$ cat src/rtl/f2h_pkg.sv
package f2h_pkg;

    // Source format
    localparam int SGL_W    = 32;
    localparam int SGL_EW   = 8;
    localparam int SGL_MW   = 23;
    localparam int SGL_BIAS = 127;

    // Target format
    localparam int HLF_W    = 16;
    localparam int HLF_EW   = 5;
    localparam int HLF_MW   = 10;
    localparam int HLF_BIAS = 15;

    // Derived
    localparam int SIG_W      = SGL_MW + 1;
    localparam int SHIFT_W    = $clog2(SIG_W + 1);
    localparam int REB_W      = SGL_EW + 2;
    localparam int NORM_SHIFT = SGL_MW - HLF_MW;
    localparam int HLF_EMAX   = (1 << HLF_EW) - 1;
    localparam int BIAS_DIFF  = SGL_BIAS - HLF_BIAS;

    localparam logic [HLF_W-2:0] MAG_INF = (HLF_W-1)'(HLF_EMAX << HLF_MW);
    localparam logic [HLF_W-2:0] MAG_MAX = MAG_INF - 1'b1;
    localparam logic [HLF_W-2:0] MAG_NAN = MAG_INF | (HLF_W-1)'(1 << (HLF_MW - 1));

    typedef enum logic [1:0] {
        RM_DOWN     = 2'd0,
        RM_UP       = 2'd1,
        RM_NEAR     = 2'd2,
        RM_NEAR_ALT = 2'd3
    } rmode_e;

    typedef enum logic [2:0] {
        K_NORMAL,
        K_SUBNORM,
        K_OVERFLOW,
        K_FLUSH,
        K_INF,
        K_NAN
    } kind_e;

    typedef struct packed {
        logic               sign;
        kind_e              kind;
        logic [HLF_EW-1:0]  exp_f;
        logic [SIG_W-1:0]   sig;
        logic [SHIFT_W-1:0] shift;
        logic               nonzero;
    } split_t;

    function automatic logic mode_nearest(input logic [1:0] m);
        return m[1];
    endfunction

    // Directed mode moving away from zero for the given sign
    function automatic logic rounds_away(input logic [1:0] m, input logic s);
        return !m[1] && (m[0] != s);
    endfunction

endpackage

$ cat src/rtl/f2h_classify.sv
module f2h_classify
    import f2h_pkg::*;
(
    input  logic [SGL_W-1:0] word,
    output split_t           split
);
    localparam logic signed [REB_W-1:0] REB_OVF = REB_W'(HLF_EMAX);
    localparam logic signed [REB_W-1:0] REB_UNF = -REB_W'(HLF_MW);

    logic [SGL_EW-1:0]        exp_raw;
    logic [SGL_MW-1:0]        man_raw;
    logic signed [REB_W-1:0]  reb;

    assign exp_raw = word[SGL_W-2 -: SGL_EW];
    assign man_raw = word[SGL_MW-1:0];
    assign reb     = $signed({{(REB_W-SGL_EW){1'b0}}, exp_raw}) - REB_W'(BIAS_DIFF);

    always_comb begin
        split.sign    = word[SGL_W-1];
        split.kind    = K_NORMAL;
        split.exp_f   = '0;
        split.sig     = {1'b0, man_raw};
        split.shift   = SHIFT_W'(NORM_SHIFT);
        split.nonzero = |word[SGL_W-2:0];
        if (&exp_raw) begin
            split.kind = (|man_raw) ? K_NAN : K_INF;
        end else if (reb >= REB_OVF) begin
            split.kind = K_OVERFLOW;
        end else if (reb < REB_UNF) begin
            split.kind = K_FLUSH;
        end else if (reb <= 0) begin
            split.kind  = K_SUBNORM;
            split.sig   = {1'b1, man_raw};
            split.shift = SHIFT_W'(NORM_SHIFT + 1) - reb[SHIFT_W-1:0];
        end else begin
            split.exp_f = reb[HLF_EW-1:0];
        end
    end
endmodule

$ cat src/rtl/f2h_align.sv
module f2h_align
    import f2h_pkg::*;
(
    input  logic [SIG_W-1:0]   sig,
    input  logic [SHIFT_W-1:0] shift,
    output logic [HLF_MW-1:0]  kept,
    output logic [SIG_W-1:0]   rem
);
    localparam int WIDE_W = HLF_MW + SIG_W;

    logic [WIDE_W-1:0] wide;

    // The remainder keeps its MSB at the half-LSB weight for any shift
    assign wide = WIDE_W'({sig, {SIG_W{1'b0}}} >> shift);
    assign kept = wide[SIG_W +: HLF_MW];
    assign rem  = wide[SIG_W-1:0];
endmodule

$ cat src/rtl/f2h_round.sv
module f2h_round
    import f2h_pkg::*;
(
    input  split_t            split,
    input  logic [HLF_MW-1:0] kept,
    input  logic [SIG_W-1:0]  rem,
    input  logic [1:0]        rmode,
    output logic [HLF_W-1:0]  result
);
    localparam logic [SIG_W-1:0] HALF = {1'b1, {(SIG_W-1){1'b0}}};

    logic              near;
    logic              away;
    logic              bump;
    logic [HLF_W-2:0]  field;
    logic [HLF_W-2:0]  mag;

    assign near = mode_nearest(rmode);
    assign away = rounds_away(rmode, split.sign);

    always_comb begin
        if (near) bump = (rem > HALF) || ((rem == HALF) && kept[0]);
        else      bump = away && (rem != '0);
    end

    // Carry runs into the exponent, reaching infinity when it must
    assign field = {split.exp_f, kept} + (HLF_W-1)'(bump);

    always_comb begin
        unique case (split.kind)
            K_INF:      mag = MAG_INF;
            K_NAN:      mag = MAG_NAN;
            K_OVERFLOW: mag = (near || away) ? MAG_INF : MAG_MAX;
            K_FLUSH:    mag = (!near && away && split.nonzero) ? (HLF_W-1)'(1) : '0;
            default:    mag = field;
        endcase
    end

    assign result = {split.sign, mag};
endmodule

$ cat src/rtl/f2h_narrow.sv
module f2h_narrow
    import f2h_pkg::*;
(
    input  logic             clk,
    input  logic             rst,
    input  logic [SGL_W-1:0] din,
    input  logic [1:0]       rmode,
    output logic [HLF_W-1:0] dout
);
    split_t             split;
    logic [HLF_MW-1:0]  kept;
    logic [SIG_W-1:0]   rem;
    logic [HLF_W-1:0]   result;

    f2h_classify u_classify (
        .word  (din),
        .split (split)
    );

    f2h_align u_align (
        .sig   (split.sig),
        .shift (split.shift),
        .kept  (kept),
        .rem   (rem)
    );

    f2h_round u_round (
        .split  (split),
        .kept   (kept),
        .rem    (rem),
        .rmode  (rmode),
        .result (result)
    );

    always_ff @(posedge clk) begin
        if (rst) dout <= '0;
        else     dout <= result;
    end


    rst_clear_chk: assert property (@(posedge clk)
        rst |=> (dout == '0));


    sign_copy_chk: assert property (@(posedge clk) disable iff (rst)
        !$past(rst) |-> (dout[HLF_W-1] == $past(din[SGL_W-1])));


    nan_canon_chk: assert property (@(posedge clk) disable iff (rst)
        (!$past(rst) && (&$past(din[SGL_W-2 -: SGL_EW])) && (|$past(din[SGL_MW-1:0])))
        |-> (dout[HLF_W-2:0] == MAG_NAN));


    ovf_sat_chk: assert property (@(posedge clk) disable iff (rst)
        (!$past(rst) && ($past(din[SGL_W-2 -: SGL_EW]) >= 8'd143)
                     && ($past(din[SGL_W-2 -: SGL_EW]) != 8'hFF))
        |-> ((dout[HLF_W-2:0] == MAG_INF) || (dout[HLF_W-2:0] == MAG_MAX)));


    flush_chk: assert property (@(posedge clk) disable iff (rst)
        (!$past(rst) && ($past(din[SGL_W-2 -: SGL_EW]) <= 8'd101))
        |-> (dout[HLF_W-2:0] <= 15'd1));
endmodule

$ cat config.mk
export PLATFORM = sky130hd
export DESIGN_NAME = f2h_narrow
export DESIGN_NICKNAME = d
export VERILOG_FILES = /design/src/rtl/f2h_pkg.sv /design/src/rtl/f2h_classify.sv /design/src/rtl/f2h_align.sv /design/src/rtl/f2h_round.sv /design/src/rtl/f2h_narrow.sv
export SDC_FILE = /design/constraint.sdc
export NUM_CORES = 1
export LEC_CHECK = 0
export BUFFER_PORTS_ARGS = -buffer_cell sky130_fd_sc_hd__buf_2
export CORE_UTILIZATION = 48
export CTS_CLUSTER_DIAMETER = 50
export DETAILED_ROUTE_END_ITERATION = 16
export HOLD_SLACK_MARGIN = 0.03
export PLACE_DENSITY = 0.66
export SLEW_MARGIN = 10
export SYNTH_ARGS = -nofsm -noshare
export SYNTH_HDL_FRONTEND = slang
export SYNTH_SLANG_ARGS = --single-unit
$ cat constraint.sdc
create_clock -name clk -period 11.8 [get_ports clk]
set_input_delay 0.59 -clock clk [delete_from_list [all_inputs] [get_ports clk]]
set_output_delay 0.59 -clock clk [all_outputs]
set_load 0.005 [all_outputs]
==> metrics.md <==
| Metric | Value |
|---|---|
| Clock sinks | 16 |
| Initial antenna violation count | 0 |
| Vias in the first global route | 3583 |
| Max-slew violations | 0 |
| Antenna-violating nets left | 0 |
| Max reg flops | 16 |
| Pwr Density | 67.0 mW/mm^2 |
| Share of layout cells above drive strength 1 | 18.9% |
| Worst-path cell chain | buf_2, buf_4, inv_1, ha_1, nor4bb_1, and2_1, nor2_2, nor3_4, mux2i_1, o31ai_1, a21oi_1, mux2_2, mux2i_1, a221oi_1, nor2_1, ha_1, o211ai_4, nor4_4, nand3_1, a311oi_1 |
| Required @ worst endpoint | 11960 ps |
| Most flops, register | dout |
| Core box area | 0.00653 sq mm |
| Post-synth top area share | 9.63% |
| #FFs+latches synth | 16 |
| Layout area overhead | 7.64% |
| Post-Syn Nets | 513 |
| Most common cell after layout, fill and taps aside | buf_2 |
| CTS tree | done |
| Crit path max-delay family | simple AND/OR/NAND/NOR gates |
| Final hold viol count | 0 |
| Number of remaining DRC errors | 0 |
| First-pass GRT wire length | 18700 um |
| Cell taking the most area after synthesis | dfxtp_1 |
| Least-Margin Pin Slew | 992 ps |
| Via count | 4008 |
| Initial DRC count | 438 |
| CTS Buf Count | 3 |
| Top Registers | dout: 16 flops |
| Die area | 0.00726 sq mm |
| Starting density of the core | 50.9% |
| Flop pwr share | 25.2% |
| NetSw | 105 uW |
| Worst setup margin | 5680 ps |
| Crit. End Element | flip-flop |
| Most frequent cells in the layout | buf_2, nand2_1, nor2_1, a21oi_1, o21ai_0 |
| Hold Path End | dout[15]$_SDFF_PP0_ |
| VDD IR max | 46.5 uV |
| Port bufs | 51 |
| Yosys warns | 0 |
| DP HPWL | 9100 um |
| Worst Path Buf+Inv | 3 |
| Power share of the clock group | 20.0% |
| Chip height | 85.2 um |
| DR WL/cell | 20.9 um |
| Final setup violation count | 0 |
| Post-layout min period | 6120 ps |
| Leakage | 0.00133 uW |
| Hold WS | 577 ps |
| Root buf cell | clkbuf_8 |
| CTS resizes | 0 |
| Pwr Total | 240 uW |
| Sequential-to-total area share from yosys stat | 9.63% |
| Site Rows | 29 |
| Achievable Freq | 163 MHz |
| Hold WC Path Type | in -> reg |
| Critical-path maximum fanout | 53 |
| Critical Path Start Type | primary input |
| Max cap viols | 0 |
| Vias per Instance | 7.03 |
| Final wirelength | 11900 um |
| Place WS | 5610 ps |
| Ports | 52 |
| Main synth FF type | dfxtp_1 |
| Post-synth EDFFs | 0 |
| Post-Synthesis Cells | 469 |
| Final GP Congestion | 0.980 |
| Number of distinct library cells after synthesis | 74 |
| HP Start | din[31] |
| CTS Hold Bufs | 0 |
| Fin util | 54.8% |
| Switching portion of total power | 43.9% |
| Async S/R FF share, synth | 0% |
| Slowest CP cell | nor2_2 |
| Largest net degree at the start of global routing | 54 |
| Post-CTS Setup Bufs | 0 |
| Synth area leaders | dfxtp_1, mux2i_1, nand2_1 |
| Gr usage total | 32.5% |
| Critical path arrival | 6280 ps |
| Syn Area/Cell | 7.09 sq um |
| Syn Std Cell Area | 0.00332 sq mm |
| Status | completed |
| RSZ-0062 raised after global routing | no |
| Clock-pin slew on the worst setup and hold paths | 60 ps |
| Worst path max stage delay | 730 ps |
| Internal power | 134 uW |
| DR pass1 iterations | 8 |
| Setup TNS | 0 ps |
| Final nets | 538 |
| Final period utilization | 51.9% |
| ANT cells | 0 |
| Comb power frac | 54.8% |
| Width of the die | 85.2 um |
| Hold Crit Depth | 2 |
| Number of buffers on the longest clock path | 2 |
| Max_slew headroom | 33.5% |
| H-tree lvl count | 1 |
| CP Class | in -> reg |
| Overflow after GRT | 0 |
-- worst max path at each step --
stage / startpoint / end / depth (start not counted)
finish: din[23] / dout[14]$_SDFF_PP0_ / 20
global route: din[23] / dout[14]$_SDFF_PP0_ / 19
CTS: din[23] / dout[14]$_SDFF_PP0_ / 20
detailed placement: din[23] / dout[14]$_SDFF_PP0_ / 20
global placement: din[23] / dout[14]$_SDFF_PP0_ / 20
floorplan: din[23] / dout[13]$_SDFF_PP0_ / 24
-- power by group through the flow --
stage	registers (uW)	clock network, uW	logic (uW)
floorplan	62.7	0	88.7
global placement	61.6	0	128
detailed placement	61.6	0	127
CTS	60.4	48.9	128
global route	60.8	51.3	142
finish	60.4	48.0	131
-- cell type report --
class | count | area (sq um)
Timing Repair Buffer | 54 | 278
Sequential cell | 16 | 320
Fill cell | 656 | 2950
Tap cell | 77 | 96.3
Inverter | 13 | 48.8
Clock buffer | 4 | 55.1
Multi-Input combinational cell | 406 | 2780
-- stage by stage --
step / instances / instance area, sq um
2_1_floorplan: 469 / 3320
3_3_place_gp: 566 / 3520
3_5_place_dp: 566 / 3520
4_1_cts: 570 / 3580
5_1_grt: 570 / 3580
6_report: 570 / 3580
-- synth_stat cells (8+ instances only) --
cell type,number
nand2_1,46
nor2_1,42
a21oi_1,29
o21ai_0,24
nand3_1,23
mux2i_1,20
clkbuf_1,16
dfxtp_1,16
nor3_1,15
a211oi_1,14
nor4_1,14
inv_1,13
buf_2,11
o31ai_1,11
a31oi_1,9
mux2_2,9
and2_1,8
ha_1,8
nand2b_1,8
-- cell families (layout without fill, tap and decap cells) --
logic type,count (synthesis),count (layout),share of synthesized area (%)
multiplexers,30,30,9.41
buffers and inverters,47,71,6.74
AO/OA/AOI/OAI,157,157,35.9
AND/OR/NAND/NOR,200,200,32.4
adder cells (fa/ha/maj),8,8,3.01
XOR/XNOR,11,11,2.90
flip-flops,16,16,9.64
-- metal layers --
layer  wire length (um)  vias to the layer above  global-route usage [%]
met2               5050                      253                    47.4
li1                   -                     1858                       -
met3               1290                       40                    8.27
met1               5130                     1855                    46.2
met4                355                        2                    9.40
met5                 54                        -                    6.29
Power figures use the tool's default switching activity.
